--- config.mk ---
export PLATFORM = sky130hd
export DESIGN_NAME = wave_timer
export DESIGN_NICKNAME = d
export VERILOG_FILES = /design/src/rtl/wt_pkg.sv /design/src/rtl/wt_counter.sv /design/src/rtl/wt_evdet.sv /design/src/rtl/wt_pin.sv /design/src/rtl/wave_timer.sv
export SDC_FILE = /design/constraint.sdc
export NUM_CORES = 1
export LEC_CHECK = 0
export BUFFER_PORTS_ARGS = -buffer_cell sky130_fd_sc_hd__buf_2
export CELL_PAD_IN_SITES_DETAIL_PLACEMENT = 0
export CELL_PAD_IN_SITES_GLOBAL_PLACEMENT = 1
export CORE_MARGIN = 3
export CORE_UTILIZATION = 52
export CTS_CLUSTER_DIAMETER = 120
export DETAILED_ROUTE_END_ITERATION = 12
export PLACE_DENSITY_LB_ADDON = 0.3
export REMOVE_ABC_BUFFERS = 1
export SLEW_MARGIN = 20
export SYNTH_ARGS = -nofsm -noshare
export SYNTH_HDL_FRONTEND = slang
export SYNTH_SLANG_ARGS = --single-unit
--- constraint.sdc ---
create_clock -name clk -period 7.85 [get_ports clk]
set_clock_uncertainty 0.05 [all_clocks]
set_input_delay 0.785 -clock clk [delete_from_list [all_inputs] [get_ports clk]]
set_output_delay 0.785 -clock clk [all_outputs]
set_load 0.01 [all_outputs]
--- src/rtl/wt_pkg.sv ---
package wt_pkg;

  typedef enum logic [1:0] {
    ACT_NONE = 2'd0,
    ACT_SET  = 2'd1,
    ACT_CLR  = 2'd2,
    ACT_TOG  = 2'd3
  } act_e;

  typedef enum logic [1:0] {
    WV_UP    = 2'd0,
    WV_UP_RC = 2'd1,
    WV_UD    = 2'd2,
    WV_UD_RC = 2'd3
  } wave_e;

  // mode word, MSB first
  typedef struct packed {
    logic       dis_rc;
    logic       stop_rc;
    logic       ev_trig;
    logic [1:0] edge_sel;
    logic [1:0] src_sel;
    wave_e      wave;
  } mode_t;

  localparam int MODE_W = $bits(mode_t);
  localparam int NSRC   = 4;   // event sources per output
  localparam int FLAG_W = 8;

  localparam logic [2:0] AD_ACT_A = 3'd0;
  localparam logic [2:0] AD_ACT_B = 3'd1;
  localparam logic [2:0] AD_MODE  = 3'd2;
  localparam logic [2:0] AD_CMPA  = 3'd3;
  localparam logic [2:0] AD_CMPB  = 3'd4;
  localparam logic [2:0] AD_TOP   = 3'd5;
  localparam logic [2:0] AD_CMD   = 3'd6;   // write: command, read: counter
  localparam logic [2:0] AD_FLAG  = 3'd7;   // write: mask, read: flags

  localparam int FB_OVF  = 0;
  localparam int FB_CMPA = 2;
  localparam int FB_CMPB = 3;
  localparam int FB_TOP  = 4;
  localparam int FB_ETRG = 7;

endpackage

--- src/rtl/wt_counter.sv ---
module wt_counter
  import wt_pkg::*;
#(
  parameter int W = 16
) (
  input  logic         clk,
  input  logic         rst_n,
  input  logic         en_set,
  input  logic         en_clr,
  input  logic         trig,
  input  wave_e        wave,
  input  logic [W-1:0] top_val,
  input  logic         stop_rc,
  input  logic         dis_rc,
  output logic [W-1:0] cnt,
  output logic         tick,
  output logic         rc_hit,
  output logic         ovf
);

  localparam logic [W-1:0] ALL1 = {W{1'b1}};

  logic         clken_q, clken_d;
  logic         halt_q, halt_d;
  logic         down_q, down_d;
  logic [W-1:0] cnt_d, turn;

  always_comb begin
    tick   = clken_q & ~halt_q;
    rc_hit = tick & (cnt == top_val);
    turn   = (wave == WV_UD_RC) ? top_val : ALL1;
    cnt_d  = cnt;
    down_d = down_q;
    ovf    = 1'b0;
    if (tick) begin
      unique case (wave)
        WV_UP: begin
          ovf   = (cnt == ALL1);
          cnt_d = cnt + 1'b1;
        end
        WV_UP_RC: begin
          if (cnt == top_val) begin
            cnt_d = '0;
          end else begin
            ovf   = (cnt == ALL1);
            cnt_d = cnt + 1'b1;
          end
        end
        default: begin
          if (!down_q) begin
            if (cnt == turn) begin
              down_d = 1'b1;
              ovf    = (wave == WV_UD);
              cnt_d  = (cnt == '0) ? cnt : cnt - 1'b1;
            end else begin
              cnt_d = cnt + 1'b1;
            end
          end else begin
            if (cnt == '0) begin
              down_d = 1'b0;
              cnt_d  = (turn == '0) ? cnt : cnt + 1'b1;
            end else begin
              cnt_d = cnt - 1'b1;
            end
          end
        end
      endcase
    end
    if (trig) begin
      cnt_d  = '0;
      down_d = 1'b0;
    end

    clken_d = clken_q;
    if (en_set) clken_d = 1'b1;
    if (rc_hit && dis_rc) clken_d = 1'b0;
    if (en_clr) clken_d = 1'b0;

    halt_d = halt_q;
    if (rc_hit && stop_rc) halt_d = 1'b1;
    if (trig) halt_d = 1'b0;
  end

  always_ff @(posedge clk or negedge rst_n) begin
    if (!rst_n) begin
      cnt     <= '0;
      clken_q <= 1'b0;
      halt_q  <= 1'b0;
      down_q  <= 1'b0;
    end else begin
      cnt     <= cnt_d;
      clken_q <= clken_d;
      halt_q  <= halt_d;
      down_q  <= down_d;
    end
  end

  a_r6_halt_freezes: assert property (@(posedge clk) disable iff (!rst_n)
    (halt_q && !trig) |=> $stable(cnt));

  a_r7_off_freezes: assert property (@(posedge clk) disable iff (!rst_n)
    (!clken_q && !trig) |=> $stable(cnt));

endmodule

--- src/rtl/wt_evdet.sv ---
module wt_evdet
  import wt_pkg::*;
(
  input  logic            clk,
  input  logic            rst_n,
  input  logic [NSRC-1:0] src,
  input  logic [1:0]      src_sel,
  input  logic [1:0]      edge_sel,
  output logic            evt
);

  logic [NSRC-1:0] prev_q;
  logic            cur, old;

  always_comb begin
    cur = src[src_sel];
    old = prev_q[src_sel];
    unique case (edge_sel)
      2'd0:    evt = 1'b0;
      2'd1:    evt = cur & ~old;
      2'd2:    evt = ~cur & old;
      default: evt = cur ^ old;
    endcase
  end

  always_ff @(posedge clk or negedge rst_n) begin
    if (!rst_n) prev_q <= '0;
    else        prev_q <= src;
  end

  a_r9_no_edge_quiet: assert property (@(posedge clk) disable iff (!rst_n)
    (edge_sel == 2'd0) |-> !evt);

endmodule

--- src/rtl/wt_pin.sv ---
module wt_pin
  import wt_pkg::*;
(
  input  logic              clk,
  input  logic              rst_n,
  input  logic [NSRC-1:0]   hit,   // index 0 has the highest priority
  input  logic [2*NSRC-1:0] act,
  output logic              pin
);

  act_e won;
  logic pin_d;

  always_comb begin
    won = ACT_NONE;
    for (int i = NSRC - 1; i >= 0; i--) begin
      if (hit[i] && (act[2*i +: 2] != 2'd0)) won = act_e'(act[2*i +: 2]);
    end
    unique case (won)
      ACT_SET: pin_d = 1'b1;
      ACT_CLR: pin_d = 1'b0;
      ACT_TOG: pin_d = ~pin;
      default: pin_d = pin;
    endcase
  end

  always_ff @(posedge clk or negedge rst_n) begin
    if (!rst_n) pin <= 1'b0;
    else        pin <= pin_d;
  end

  a_r11_sw_set_first: assert property (@(posedge clk) disable iff (!rst_n)
    (hit[0] && act[1:0] == 2'd1) |=> pin);

endmodule

--- src/rtl/wave_timer.sv ---
module wave_timer
  import wt_pkg::*;
#(
  parameter int W = 16
) (
  input  logic         clk,
  input  logic         rst_n,
  input  logic         wr_en,
  input  logic [2:0]   wr_addr,
  input  logic [W-1:0] wr_data,
  input  logic         rd_en,
  input  logic [2:0]   rd_addr,
  output logic [W-1:0] rd_data,
  input  logic         pin_b_in,
  input  logic [2:0]   ext_line,
  output logic         out_a,
  output logic         out_b,
  output logic         irq
);

  localparam int NPIN = 2;
  localparam int AW   = 2 * NSRC;

  logic [AW-1:0]     act_a_q, act_a_d, act_b_q, act_b_d;
  mode_t             mode_q, mode_d;
  logic [W-1:0]      cmpa_q, cmpa_d, cmpb_q, cmpb_d, top_q, top_d;
  logic [FLAG_W-1:0] mask_q, mask_d, flag_q, flag_d, flag_set;
  logic [W-1:0]      rd_d;

  logic         wr_cmd, en_set, en_clr, sw_trig, trig;
  logic [W-1:0] cnt;
  logic         tick, rc_hit, ovf, evt, hit_a, hit_b;
  logic [NPIN-1:0]           pins;
  logic [NPIN-1:0]           cmp_hit;
  logic [NPIN-1:0][AW-1:0]   pin_act;
  logic [NPIN-1:0][AW-1:0]   pin_reg;

  // command strobes
  always_comb begin
    wr_cmd  = wr_en && (wr_addr == AD_CMD);
    en_set  = wr_cmd && wr_data[0];
    en_clr  = wr_cmd && wr_data[1];
    sw_trig = wr_cmd && wr_data[2];
    trig    = sw_trig || (evt && mode_q.ev_trig);
  end

  wt_counter #(.W(W)) u_cnt (
    .clk     (clk),
    .rst_n   (rst_n),
    .en_set  (en_set),
    .en_clr  (en_clr),
    .trig    (trig),
    .wave    (mode_q.wave),
    .top_val (top_q),
    .stop_rc (mode_q.stop_rc),
    .dis_rc  (mode_q.dis_rc),
    .cnt     (cnt),
    .tick    (tick),
    .rc_hit  (rc_hit),
    .ovf     (ovf)
  );

  wt_evdet u_ev (
    .clk      (clk),
    .rst_n    (rst_n),
    .src      ({ext_line, pin_b_in}),
    .src_sel  (mode_q.src_sel),
    .edge_sel (mode_q.edge_sel),
    .evt      (evt)
  );

  always_comb begin
    hit_a      = tick && (cnt == cmpa_q);
    hit_b      = tick && (cnt == cmpb_q);
    cmp_hit    = {hit_b, hit_a};
    pin_reg[0] = act_a_q;
    pin_reg[1] = act_b_q;
  end

  // per output: reorder register fields into priority order sw, evt, rc, cmp
  for (genvar g = 0; g < NPIN; g++) begin : g_pin
    assign pin_act[g] = {pin_reg[g][1:0], pin_reg[g][3:2],
                         pin_reg[g][5:4], pin_reg[g][7:6]};
    wt_pin u_pin (
      .clk   (clk),
      .rst_n (rst_n),
      .hit   ({cmp_hit[g], rc_hit, evt, sw_trig}),
      .act   (pin_act[g]),
      .pin   (pins[g])
    );
  end

  assign out_a = pins[0];
  assign out_b = pins[1];
  assign irq   = |(flag_q & mask_q);

  // register next state
  always_comb begin
    act_a_d = act_a_q;
    act_b_d = act_b_q;
    mode_d  = mode_q;
    cmpa_d  = cmpa_q;
    cmpb_d  = cmpb_q;
    top_d   = top_q;
    mask_d  = mask_q;
    if (wr_en) begin
      unique case (wr_addr)
        AD_ACT_A: act_a_d = wr_data[AW-1:0];
        AD_ACT_B: act_b_d = wr_data[AW-1:0];
        AD_MODE:  mode_d  = mode_t'(wr_data[MODE_W-1:0]);
        AD_CMPA:  cmpa_d  = wr_data;
        AD_CMPB:  cmpb_d  = wr_data;
        AD_TOP:   top_d   = wr_data;
        AD_FLAG:  mask_d  = wr_data[FLAG_W-1:0];
        default: ;
      endcase
    end

    flag_set          = '0;
    flag_set[FB_OVF]  = ovf;
    flag_set[FB_CMPA] = hit_a;
    flag_set[FB_CMPB] = hit_b;
    flag_set[FB_TOP]  = rc_hit;
    flag_set[FB_ETRG] = evt && mode_q.ev_trig;
    if (rd_en && rd_addr == AD_FLAG) flag_d = flag_set;
    else                             flag_d = flag_q | flag_set;

    unique case (rd_addr)
      AD_ACT_A: rd_d = W'(act_a_q);
      AD_ACT_B: rd_d = W'(act_b_q);
      AD_MODE:  rd_d = W'(mode_q);
      AD_CMPA:  rd_d = cmpa_q;
      AD_CMPB:  rd_d = cmpb_q;
      AD_TOP:   rd_d = top_q;
      AD_CMD:   rd_d = cnt;
      default:  rd_d = W'(flag_q);
    endcase
  end

  always_ff @(posedge clk or negedge rst_n) begin
    if (!rst_n) begin
      act_a_q <= '0;
      act_b_q <= '0;
      mode_q  <= '0;
      cmpa_q  <= '0;
      cmpb_q  <= '0;
      top_q   <= '0;
      mask_q  <= '0;
      flag_q  <= '0;
      rd_data <= '0;
    end else begin
      act_a_q <= act_a_d;
      act_b_q <= act_b_d;
      mode_q  <= mode_d;
      cmpa_q  <= cmpa_d;
      cmpb_q  <= cmpb_d;
      top_q   <= top_d;
      mask_q  <= mask_d;
      flag_q  <= flag_d;
      if (rd_en) rd_data <= rd_d;
    end
  end

  a_r12_read_clears: assert property (@(posedge clk) disable iff (!rst_n)
    (rd_en && rd_addr == AD_FLAG && flag_set == '0) |=> (flag_q == '0));

  a_r3_top_flag: assert property (@(posedge clk) disable iff (!rst_n)
    rc_hit |=> flag_q[FB_TOP]);

endmodule

After elaboration in Yosys (flattened, before gate mapping)
Cells that the tools add are included.
{"block": "totals", "input_bits": 30, "wordCells": 161, "ff_bits": 130}
{"block": "op_classes", "eq_ne": 33, "n_mux": 43, "n_addsub": 2, "n_lt_le_gt_ge": 1, "n_reduce_logical": 49, "n_bitwise": 12}
{"op": "2-to-1 mux 16 bit", "n": 9}
{"op": "one-hot mux 16 bit (7 select lines)", "n": 1}
{"op": "== test 16 bit", "n": 4}
{"op": "zero test 16 bit", "n": 2}
{"op": "one-hot mux 16 bit (2 select lines)", "n": 1}
{"op": "== test 3 bit, second input constant", "n": 8}
{"op": "nonzero test 2 bit", "n": 10}
{"op": "logical AND 1 bit", "n": 18}
{"op": "2-to-1 mux 1 bit", "n": 17}
{"op": "adder 16 x 1 -> 16 bit, second input constant", "n": 1}
{"op": "== test 16 bit, second input constant", "n": 1}
{"op": "2-to-1 mux 2 bit", "n": 8}
{"op": "AND reduction 2 bit", "n": 8}
{"op": "subtractor 16 x 1 -> 16 bit, second input constant", "n": 1}
{"op": "== test 2 bit, second input constant", "n": 7}
{"op": "== test 3 x 2 -> 1 bit, second input constant", "n": 4}
{"op": "one-hot mux 1 bit (3 select lines)", "n": 3}
{"op": "nonzero test 3 bit", "n": 3}
{"op": "bitwise AND 8 bit", "n": 1}
{"op": "== test 2 x 1 -> 1 bit, second input constant", "n": 4}
{"op": "2-to-1 mux 8 bit", "n": 1}
{"op": "OR 8 bit", "n": 1}
{"op": "OR reduction 8 bit", "n": 1}
{"op": "== test 3 x 1 -> 1 bit, second input constant", "n": 2}
{"op": "14 further kinds", "n": 24}

Longest topological paths before layout
Gate-level depths: netlist of run 1.
{"block": "depth", "depth_word": 10, "mapped_depth": 11, "depth_no_buf": 11}

Modules after synthesis
From an unflattened synthesis of run 1, not the netlist that was laid out.
{"block": "hier_totals", "hier_cells": 702, "area_unflattened_um2": 7418.4}
{"module": "wave_timer", "seq_area_each_um2": 2477.4, "cells_per_inst": 387, "instances": 1, "area_each_um2": 4943.5}
{"module": "wt_counter", "seq_area_each_um2": 475.5, "cells_per_inst": 268, "instances": 1, "area_each_um2": 2028.2}
{"module": "wt_pin", "seq_area_each_um2": 25.0, "cells_per_inst": 16, "instances": 2, "area_each_um2": 121.4}
{"module": "wt_evdet", "seq_area_each_um2": 100.1, "cells_per_inst": 15, "instances": 1, "area_each_um2": 203.9}

Worst setup path after synthesis of run 1
Ideal clock, no wire load.
{"block": "synth_path", "path_type": "input -> register", "start": "input ext_line[2]", "end": "register u_cnt.cnt[15]", "arrival_ns": 2.492, "required_ns": 7.665, "cell_stages": 9, "n_path_buf": 0, "path_slack_ns": 5.173, "path_cell_list": "mux4_2 -> ha_1 -> mux2i_1 -> nand2_1 -> o21ai_1 -> a21oi_1 -> and3_1 -> mux2i_1 -> o21ai_0"}
{"block": "synth_via", "elab_chain_cells": 9, "word_cells_on_any_way": 14, "cone_classes": "eq/ne (2); mux (4); bitwise (4); reduce/logical (4)"}
{"element": "start: declaration", "line_no": "wave_timer.sv:15", "rtl": "input logic [2:0] ext_line,"}
{"element": "binary-select mux 1 bit (select 2 bit) (*)", "line_no": "wt_evdet.sv:16", "rtl": "cur = src[src_sel];"}
{"element": "2-to-1 mux 1 bit (implied by the code) (*)", "line_no": "wt_evdet.sv:16"}
{"element": "NOT 1 bit", "line_no": "wt_evdet.sv:21", "rtl": "2'd2: evt = ~cur & old;"}
{"element": "bitwise AND 1 bit", "line_no": "wt_evdet.sv:21"}
{"element": "one-hot mux 1 bit (3 select lines) (*)", "line_no": "wt_evdet.sv:18", "rtl": "unique case (edge_sel)"}
{"element": "logical AND 1 bit (*)", "line_no": "wave_timer.sv:44", "rtl": "trig = sw_trig || (evt && mode_q.ev_trig);"}
{"element": "logical OR 1 bit (*)", "line_no": "wave_timer.sv:44"}
{"element": "inequality test 6 x 5 -> 1 bit (no source line), or another cell as far along"}
{"element": "AND reduction 3 bit (no source line)"}
{"element": "end signal: assignment", "line_no": "wt_counter.sv:91", "rtl": "cnt <= cnt_d;"}
{"element": "end: declaration", "line_no": "wt_counter.sv:15", "rtl": "output logic [W-1:0] cnt,"}
Mark *: on every way between the ends. The rest lies on a longest branch, timed or not. The select of a mux whose other input is x is not followed.
A chain may end at the register's enable or synchronous reset.

Final worst setup path of run 1
{"block": "layout_path", "start": "register mode_q[1] (netlist name)", "end": "register u_cnt.cnt[3]"}
{"block": "layout_via", "elab_chain_cells": 8, "word_cells_on_any_way": 14, "cone_classes": "eq/ne (5); mux (6); reduce/logical (3)"}
{"element": "start: declaration", "line_no": "wave_timer.sv:25", "rtl": "mode_t mode_q, mode_d;"}
{"element": "start signal: assignment", "line_no": "wave_timer.sv:154", "rtl": "mode_q <= mode_d;"}
{"element": "== test 2 bit", "line_no": "wt_counter.sv:31", "rtl": "turn = (wave == WV_UD_RC) ? top_val : ALL1;"}
{"element": "2-to-1 mux 16 bit", "line_no": "wt_counter.sv:31"}
{"element": "== test 16 bit", "line_no": "wt_counter.sv:51", "rtl": "if (cnt == turn) begin"}
{"element": "2-to-1 mux 16 bit", "line_no": "wt_counter.sv:51"}
{"element": "2-to-1 mux 16 bit", "line_no": "wt_counter.sv:50", "rtl": "if (!down_q) begin"}
{"element": "one-hot mux 16 bit (2 select lines)", "line_no": "wt_counter.sv:36", "rtl": "unique case (wave)"}
{"element": "2-to-1 mux 16 bit", "line_no": "wt_counter.sv:35", "rtl": "if (tick) begin"}
{"element": "2-to-1 mux 16 bit", "line_no": "wt_counter.sv:69", "rtl": "if (trig) begin"}
Several ways; a longest one is shown, not always the timed one. The select of a mux whose other input is x is not followed.

==> summary.md, run 1 <==
| Metric | Value |
|---|---|
| Status | `finished clean` |
| Worst EP arrival | `3.82 ns` |
| Top cells by area, synth | `dfrtp_1 41%, mux2_2 13%, xnor2_1 4.5%` |
| Logic pwr share | `0.331` |
| Max cap viols | `0` |
| Pre-Repair DR Iteration Count | `5` |
| Clk slew on worst S/H paths | `0.06 ns` |
| Antenna viol nets, final | `0` |
| Setup violators final | `0` |
| Avg Cell Area, Syn | `10.1 um2` |
| Post-CTS Setup Bufs | `0` |
| Chip height | `126 um` |
| Port Buf Inserts | `48` |
| Max VDD drop | `0.180 mV` |
| Final WL | `21.0 mm` |
| P_int | `1.65 mW` |
| Layout area overhead | `11.1%` |
| Leakage | `3.47 nW` |
| Syn. warnings | `0` |
| Inserted Clock Buffers | `17` |
| Top-area cell type share of the netlist area | `0.413` |
| GRT Residual Overflow | `0` |
| Finished Layout Cells | `959` |
| Period utilization | `0.450` |
| Via/cell ratio | `6.43` |
| Dpl cells | `929` |
| Chip Width | `126 um` |
| Hold crit path type | `in2async` |
| Crit path kind | `reg2reg` |
| Primary FF master, synth | `dfrtp_1` |
| Part of the power in registers | `0.395` |
| Proportion of power drawn by the clock network | `0.273` |
| Seq/Total Area, Yosys | `0.413` |
| Wire per inst | `21.9 um` |
| CTS Hold Buffers Added | `0` |
| CTS sink count | `124` |
| Relative slew margins | `0.223` |
| Cells after Synth | `746` |
| Largest net degree at the start of global routing | `66` |
| Top-count cell post-synth | `dfrtp_1` |
| Final HPWL DP | `14.4 mm` |
| Vias | `6,163` |
| H-tree levels | `4` |
| DRC | `0` |
| Initial Util | `0.537` |
| IO Count | `49` |
| GRT Resource Usage Total | `0.270` |
| Clock Tree Buf Depth | `2` |
| DRT iter0 DRCs | `680` |
| Ant. Diodes | `0` |
| Max-slew violation count | `0` |
| First-pass GRT wire length | `33.7 mm` |
| Unique cell type count in the Yosys netlist | `74` |
| RD Place Congestion | `0.993` |
| Root Buffer | `clkbuf_16` |
| CTS resizes | `0` |
| Core Box Area | `0.0140 mm2` |
| Post-layout minimum cycle time | `3.54 ns` |
| Fmax | `283 MHz` |
| Worst slew pin tran | `1.16 ns` |
| Power density over cell area | `323 mW/mm2` |
| Synth Cell Area | `0.00751 mm2` |
| Final core occ | `0.597` |
| CTS tree | `yes` |
| Commonest cells in the synthesized netlist | `124 x dfrtp_1, 85 x mux2_2, 55 x nand2_1` |
| Final Hold Fails | `0` |
| Cell Rows | `43` |
| EDFF count, synth | `0` |
| Share of post-route cells with drive strength above 1 | `0.253` |
| Post-synth ARST share | `1.00` |
| Die ar. | `0.0159 mm2` |
| Net Sw Frac | `0.389` |
| Clk_lat worst skew | `0.43 ns` |
| Fin Setup TNS | `0 ns` |
| Crit end category | `flop` |
| Fin nets | `803` |
| Unrepaired setup endpoints after global routing | `no` |
| Switching Power | `1.05 mW` |
| Yosys top cell by area | `dfrtp_1` |
| Flops & latches, synth | `124` |
| Via count of the first global-routing pass | `5,980` |
| Pwr Total | `2.70 mW` |
| CP required | `8.14 ns` |
| Number of antenna violations at the first check in global routing | `0` |
| Critical-path maximum fanout | `30` |
| Startpoint Class | `flop` |
-- cell usage in the layout, fill, tap and decap left out, types with 5 or more instances in the layout --
cell	synthesis	final
a21oi_1	42	42
a22oi_1	10	10
a31oi_1	9	9
and3_1	7	7
buf_2	9	47
buf_4	5	7
clkbuf_16	0	17
clkinv_2	0	5
dfrtp_1	124	124
ha_1	5	5
inv_1	16	16
mux2_2	85	85
mux2i_1	23	23
mux4_2	7	7
nand2_1	55	55
nand2b_1	10	10
nand3_1	17	17
nand3b_1	6	6
nand4_1	15	15
nor2_1	51	51
nor3_1	14	13
nor4_1	14	14
o211ai_1	6	6
o21ai_0	32	32
o22ai_1	10	10
xnor2_1	39	39
xor2_1	13	13
-- power by group through the flow --
stage | clock network [mW] | logic (mW) | registers [mW]
global placement | 0 | 0.864 | 1.06
global route | 0.770 | 0.980 | 1.08
CTS | 0.747 | 0.883 | 1.06
detailed placement | 0 | 0.874 | 1.07
finish | 0.737 | 0.894 | 1.07
floorplan | 0 | 0.651 | 0.973
-- worst paths after layout --
check / from / end / slack [ns] / cells past startpoint
max in group asynchronous: rst_n / u_ev.prev_q[3] / 6.06 / 2
min in group clk: ext_line[2] / u_ev.prev_q[3] / 0.43 / 1
worst max-delay path: mode_q[1] / u_cnt.cnt[3] / 4.31 / 8
worst min-delay path: rst_n / u_cnt.cnt[10] / 0.37 / 1
worst max register to register: mode_q[1] / u_cnt.cnt[3] / 4.31 / 8
worst min register to register: flag_q[4] / flag_q[4] / 0.46 / 1
-- logic make-up after synthesis --
kind of cell,count (synthesis),synth area share
AOI/OAI and AO/OA,159,0.141
buffers and inverters,70,0.0425
muxes,115,0.179
DFF,124,0.413
adders and majority gates,5,0.00833
xor gates and xnor gates,52,0.0606
and+or+nand+nor,221,0.155
-- critical path, cell delays in order (launching register included) --
cell and delay (ns):
dfrtp_1 1.04, nand3b_1 0.15, a222oi_1 0.43, o2111a_2 0.28, nor4b_4 0.45, o21ai_2 0.30
nor2b_1 0.26, o311a_1 0.29, nor3_1 0.19
-- layout make-up --
class	count	area, um2
Clock buffer	19	453
Clock inverter	11	96.3
Fill cell	1176	5640
Inverter	18	67.6
Multi-Input combinational cell	552	4110
Sequential cell	124	3100
Tap cell	180	225
Timing Repair Buffer	55	299
-- metal layers --
layer / vias to the layer above / wire length, um / GRT usage
met5: - / 0 / 0
met4: 0 / 533 / 0.0877
met3: 50 / 1640 / 0.0547
met2: 291 / 9780 / 0.427
met1: 3022 / 9090 / 0.374
li1: 2800 / - / -
-- stage by stage --
step	hold slack, ns	setup slack, ns	area [um2]
2_1_floorplan	0.405	4.71	7260
3_3_place_gp	0.441	4.62	7790
3_5_place_dp	0.450	4.47	7800
4_1_cts	0.405	4.44	8350
5_1_grt	0.432	4.17	8350
6_report	0.373	4.31	8350
Note: power is estimated with default switching activity, not from simulation.
==> run 2, diff against run 1 <==
Settings changed: CORE_UTILIZATION 52 to 48.
Clock period 7.85 ns to 3.65 ns, I/O delays scaled along.
==> summary.md, run 2 (same netlist as run 1, synthesis figures left out) <==
| Metric | Value |
|---|---|
| Status | `finished clean` |
| Met2 Resource Use GR | `0.428` |
| CTS sink count | `124` |
| Logic pwr share | `0.345` |
| Worst path cell trace | `or3_4, nand3b_4, nand3b_1, o21a_4, o21ai_2, nor4_1, o311a_1, nor3_1` |
| Share of post-route cells with drive strength above 1 | `0.269` |
| Final Hold Fails | `0` |
| CTS tree | `yes` |
| Final HPWL DP | `16.8 mm` |
| Crit path kind | `reg2reg` |
| Proportion of power drawn by the clock network | `0.293` |
| CTS resizes | `0` |
| Port Buf Inserts | `48` |
| Most common cell after layout, fill and taps aside | `dfrtp_1` |
| Number of antenna violations at the first check in global routing | `0` |
| Pre-Repair DR Iteration Count | `5` |
| Cell Rows | `45` |
| Hold crit path type | `in2reg` |
| Leakage | `3.60 nW` |
| Max cap viols | `0` |
| Pre-CTS setup slack | `0.526 ns` |
| Layout area overhead | `15.1%` |
| Startpoint Class | `flop` |
| Chip height | `131 um` |
| Max VDD drop | `0.420 mV` |
| Worst slew pin tran | `1.13 ns` |
| Switching Power | `2.37 mW` |
| Vias | `6,262` |
| Relative slew margins | `0.247` |
| RD Place Congestion | `0.924` |
| IO Count | `49` |
| GRT Residual Overflow | `0` |
| Fin Setup TNS | `0 ns` |
| Clk slew on worst S/H paths | `0.06 ns` |
| CP required | `3.93 ns` |
| Root Buffer | `clkbuf_16` |
| DRC | `0` |
| Worst EP arrival | `3.48 ns` |
| CTS Hold Buffers Added | `3` |
| GRT Resource Usage Total | `0.277` |
| H-tree levels | `4` |
| Grt met3 use | `0.0681` |
| Setup violators final | `0` |
| Setup slack after layout | `0.450 ns` |
| Fmax | `312 MHz` |
| Largest net degree at the start of global routing | `75` |
| Dpl cells | `979` |
| Unrepaired setup endpoints after global routing | `no` |
| Wire per inst | `23.3 um` |
| Final instance area | `0.00864 mm2` |
| Placed inst area | `0.00799 mm2` |
| First-pass GRT wire length | `37.1 mm` |
| Ant. Diodes | `0` |
| Critical-path maximum fanout | `14` |
| Period utilization | `0.877` |
| Fin nets | `825` |
| Register area | `0.00310 mm2` |
| Part of the power in registers | `0.362` |
| Chip Width | `131 um` |
| Clock Tree Buf Depth | `2` |
| Max-slew violation count | `0` |
| Met1 Use GR | `0.387` |
| Max incr delay on CP | `0.61 ns` |
| Die ar. | `0.0172 mm2` |
| Worst path slowest cell | `o21ai_2` |
| DRT iter0 DRCs | `591` |
| Initial Util | `0.492` |
| Most frequent cells in the layout | `124 x dfrtp_1, 85 x mux2_2, 55 x nand2_1, 51 x nor2_1, 47 x buf_2` |
| Net Sw Frac | `0.385` |
| Finished Layout Cells | `1,014` |
| Via/cell ratio | `6.18` |
| Crit end category | `flop` |
| Post-layout minimum cycle time | `3.20 ns` |
| Post-CTS Setup Bufs | `0` |
| Fill cell count | `1,326` |
| Core Box Area | `0.0153 mm2` |
| Antenna viol nets, final | `0` |
| P_int | `3.79 mW` |
| Pwr Total | `6.16 mW` |
| Via count of the first global-routing pass | `6,326` |
| Clk_lat worst skew | `0.42 ns` |
| Multi-input logic area | `0.00411 mm2` |
| Inserted Clock Buffers | `17` |
| GR peak layer | `met2` |
| Final WL | `23.6 mm` |
| Power density over cell area | `713 mW/mm2` |
[run 2: path summary, 6_finish.rpt]
path	cells past startpoint	end	slack, ns	from
max in group asynchronous	3	top_q[0]	2.24	rst_n
worst max register to register	8	u_cnt.cnt[3]	0.45	u_cnt.cnt[10]
worst min-delay path	1	u_ev.prev_q[1]	0.02	ext_line[0]
min in group asynchronous	2	u_cnt.cnt[9]	0.48	rst_n
worst min register to register	2	u_cnt.halt_q	0.46	u_cnt.halt_q
worst max-delay path	8	u_cnt.cnt[3]	0.45	u_cnt.cnt[10]
[run 2: per-layer routing]
layer	share of wire	routed length (um)
met1	0.44	10400
met2	0.47	11000
met3	0.073	1730
met4	0.022	525
met5	0	0
[run 2: through the flow]
step | hold WS [ns] | utilization
2_1_floorplan | 0.0194 | -
3_3_place_gp | 0.388 | 0.524
3_5_place_dp | 0.399 | 0.524
4_1_cts | 0.00257 | 0.566
5_1_grt | 0.00857 | 0.566
6_report | 0.0209 | 0.566
[run 2: critical path: cells and delay by family, from the launching register on]
kind / cells / cell delay (ns)
simple gates: 5 / 1.22
flops: 1 / 0.58
compound gates: 3 / 1.25
[run 2: final cells by class]
| cell class | instances | share of cell area |
|---|---|---|
| clock buffers | 19 | 0.0501 |
| flip-flops and latches | 124 | 0.359 |
| clock inverters | 13 | 0.0220 |
| multi-input cells | 552 | 0.475 |
| repair buffers | 77 | 0.0556 |
| inverters | 18 | 0.00782 |
| well taps | 211 | 0.0305 |
[run 2: power by group through the flow]
stage | Sequential [mW] | Clock, mW | Combinational, mW
after floorplan | 2.09 | 0 | 1.40
after global placement | 2.22 | 0 | 2.07
after detailed placement | 2.24 | 0 | 2.08
after CTS | 2.22 | 1.83 | 2.10
after global routing | 2.27 | 1.89 | 2.31
final | 2.23 | 1.81 | 2.13
==> run 3, diff against run 2 <==
Settings changed: REMOVE_ABC_BUFFERS 1 to unset.
==> summary.md, run 3 (same netlist as run 1, synthesis figures left out) <==
| Metric | Value |
|---|---|
| CTS resizes | `0` |
| Max cap viols | `0` |
| Leakage | `3.60 nW` |
| Most frequent cells in the layout | `124 x dfrtp_1, 85 x mux2_2, 55 x nand2_1, 51 x nor2_1, 47 x buf_2` |
| Setup violators final | `0` |
| FF-to-FF End | `u_cnt.cnt[9]` |
| Cell Rows | `45` |
| Crit end category | `flop` |
| Unrepaired setup endpoints after global routing | `no` |
| Most common cell after layout, fill and taps aside | `dfrtp_1` |
| CTS tree | `yes` |
| Pre-CTS setup slack | `0.582 ns` |
| First-pass GRT wire length | `35.6 mm` |
| Pre-Repair DR Iteration Count | `5` |
| Core Box Area | `0.0153 mm2` |
| Post-CTS Setup Bufs | `0` |
| Port Buf Inserts | `48` |
| H-tree levels | `4` |
| Post-layout minimum cycle time | `3.16 ns` |
| Die ar. | `0.0172 mm2` |
| Setup slack after layout | `0.493 ns` |
| Reg2reg start | `u_cnt.cnt[11]` |
| Max-slew violation count | `0` |
| Fmax | `317 MHz` |
| Worst EP arrival | `3.45 ns` |
| Chip Width | `131 um` |
| Hold crit path type | `in2async` |
| Critical-path maximum fanout | `10` |
| Final WL | `22.7 mm` |
| RD Place Congestion | `0.951` |
| CTS Hold Buffers Added | `4` |
| Final Hold Fails | `0` |
| Ant. Diodes | `0` |
| Final HPWL DP | `16.4 mm` |
| DRT iter0 DRCs | `651` |
| DRC | `0` |
| Status | `finished clean` |
| FF-to-FF setup slack | `0.49 ns` |
| Power density over cell area | `698 mW/mm2` |
| Startpoint Class | `flop` |
| Length in cells of the worst reg-to-reg path | `9` |
| Setup crit start | `u_cnt.cnt[11]` |
| Share of post-route cells with drive strength above 1 | `0.272` |
| Fin Setup TNS | `0 ns` |
| Largest net degree at the start of global routing | `68` |
| Initial Util | `0.492` |
| Wire per inst | `22.3 um` |
| CP required | `3.94 ns` |
| Clk slew on worst S/H paths | `0.07 ns` |
| IO Count | `49` |
| Layout area overhead | `14.5%` |
| Relative slew margins | `0.330` |
| Clock Tree Buf Depth | `2` |
| CTS sink count | `124` |
| Chip height | `131 um` |
| Worst slew pin tran | `1.00 ns` |
| Max VDD drop | `0.386 mV` |
| Root Buffer | `clkbuf_16` |
| GRT Residual Overflow | `0` |
| Vias | `6,287` |
| Via count of the first global-routing pass | `6,096` |
| Clk_lat worst skew | `0.43 ns` |
| Fin nets | `827` |
| Syn Nets | `781` |
| Antenna viol nets, final | `0` |
| Inserted Clock Buffers | `17` |
| Crit path kind | `reg2reg` |
| GRT Resource Usage Total | `0.263` |
| Number of antenna violations at the first check in global routing | `0` |
| Via/cell ratio | `6.19` |
| Period utilization | `0.865` |
## run 3: cell count changes in the layout (fill, tap and decap cells not counted), sizes merged
cell         previous run  this run
inv                    21        28
bufinv                  4         0
clkinvlp                4         1
clkbuf                 19        17
clkinv                  2         4
buf                    74        75
dlygate4sd3             3         4
## run 3: worst max-delay path by stage
stage,end
detailed placement,u_cnt.cnt[13]
global placement,u_cnt.cnt[15]
finish,u_cnt.cnt[9]
floorplan,u_cnt.cnt[6]
global route,u_cnt.cnt[9]
CTS,u_cnt.cnt[13]
## run 3: routing by layer
layer,wire [um],share of wire,GRT usage,vias to the layer above
met5,0,0,0,-
met4,483,0.021,0.0776,0
met3,1470,0.065,0.0567,37
met2,10700,0.47,0.416,250
met1,10000,0.44,0.368,3148
li1,-,-,-,2852
## run 3: through the flow
stage	hold WS (ns)	area (um2)	instances	utilization	total power, mW
floorplan	0.0194	7510	746	-	3.62
global placement	0.434	7990	980	0.524	4.28
detailed placement	0.438	7990	980	0.524	4.32
CTS	0.0394	8600	1016	0.564	5.99
global route	0.0664	8600	1016	0.564	6.31
finish	0.0101	8600	1016	0.564	6.00
## run 3: layout make-up
class | count | area (um2)
clock inverter | 15 | 148
clock buffer | 17 | 425
fill | 1343 | 6650
sequential | 124 | 3100
inverter | 18 | 67.6
tap | 211 | 264
multi-input combinational | 552 | 4100
timing repair buffer | 79 | 498
## run 3: power by group
part	switching, mW	total, mW	internal [mW]
registers	0.510	2.20	1.69
logic	1.18	2.16	0.972
clock network	0.742	1.65	0.907
## run 3: worst max-delay path, cell delays in order, from the launching register on
cell	delay [ns]
dfrtp_1	0.65
inv_1	0.12
a222oi_1	0.40
o2111a_2	0.30
nor4b_4	0.55
o21ai_2	0.26
buf_4	0.23
a211oi_1	0.27
nor3_1	0.10
a21oi_1	0.15
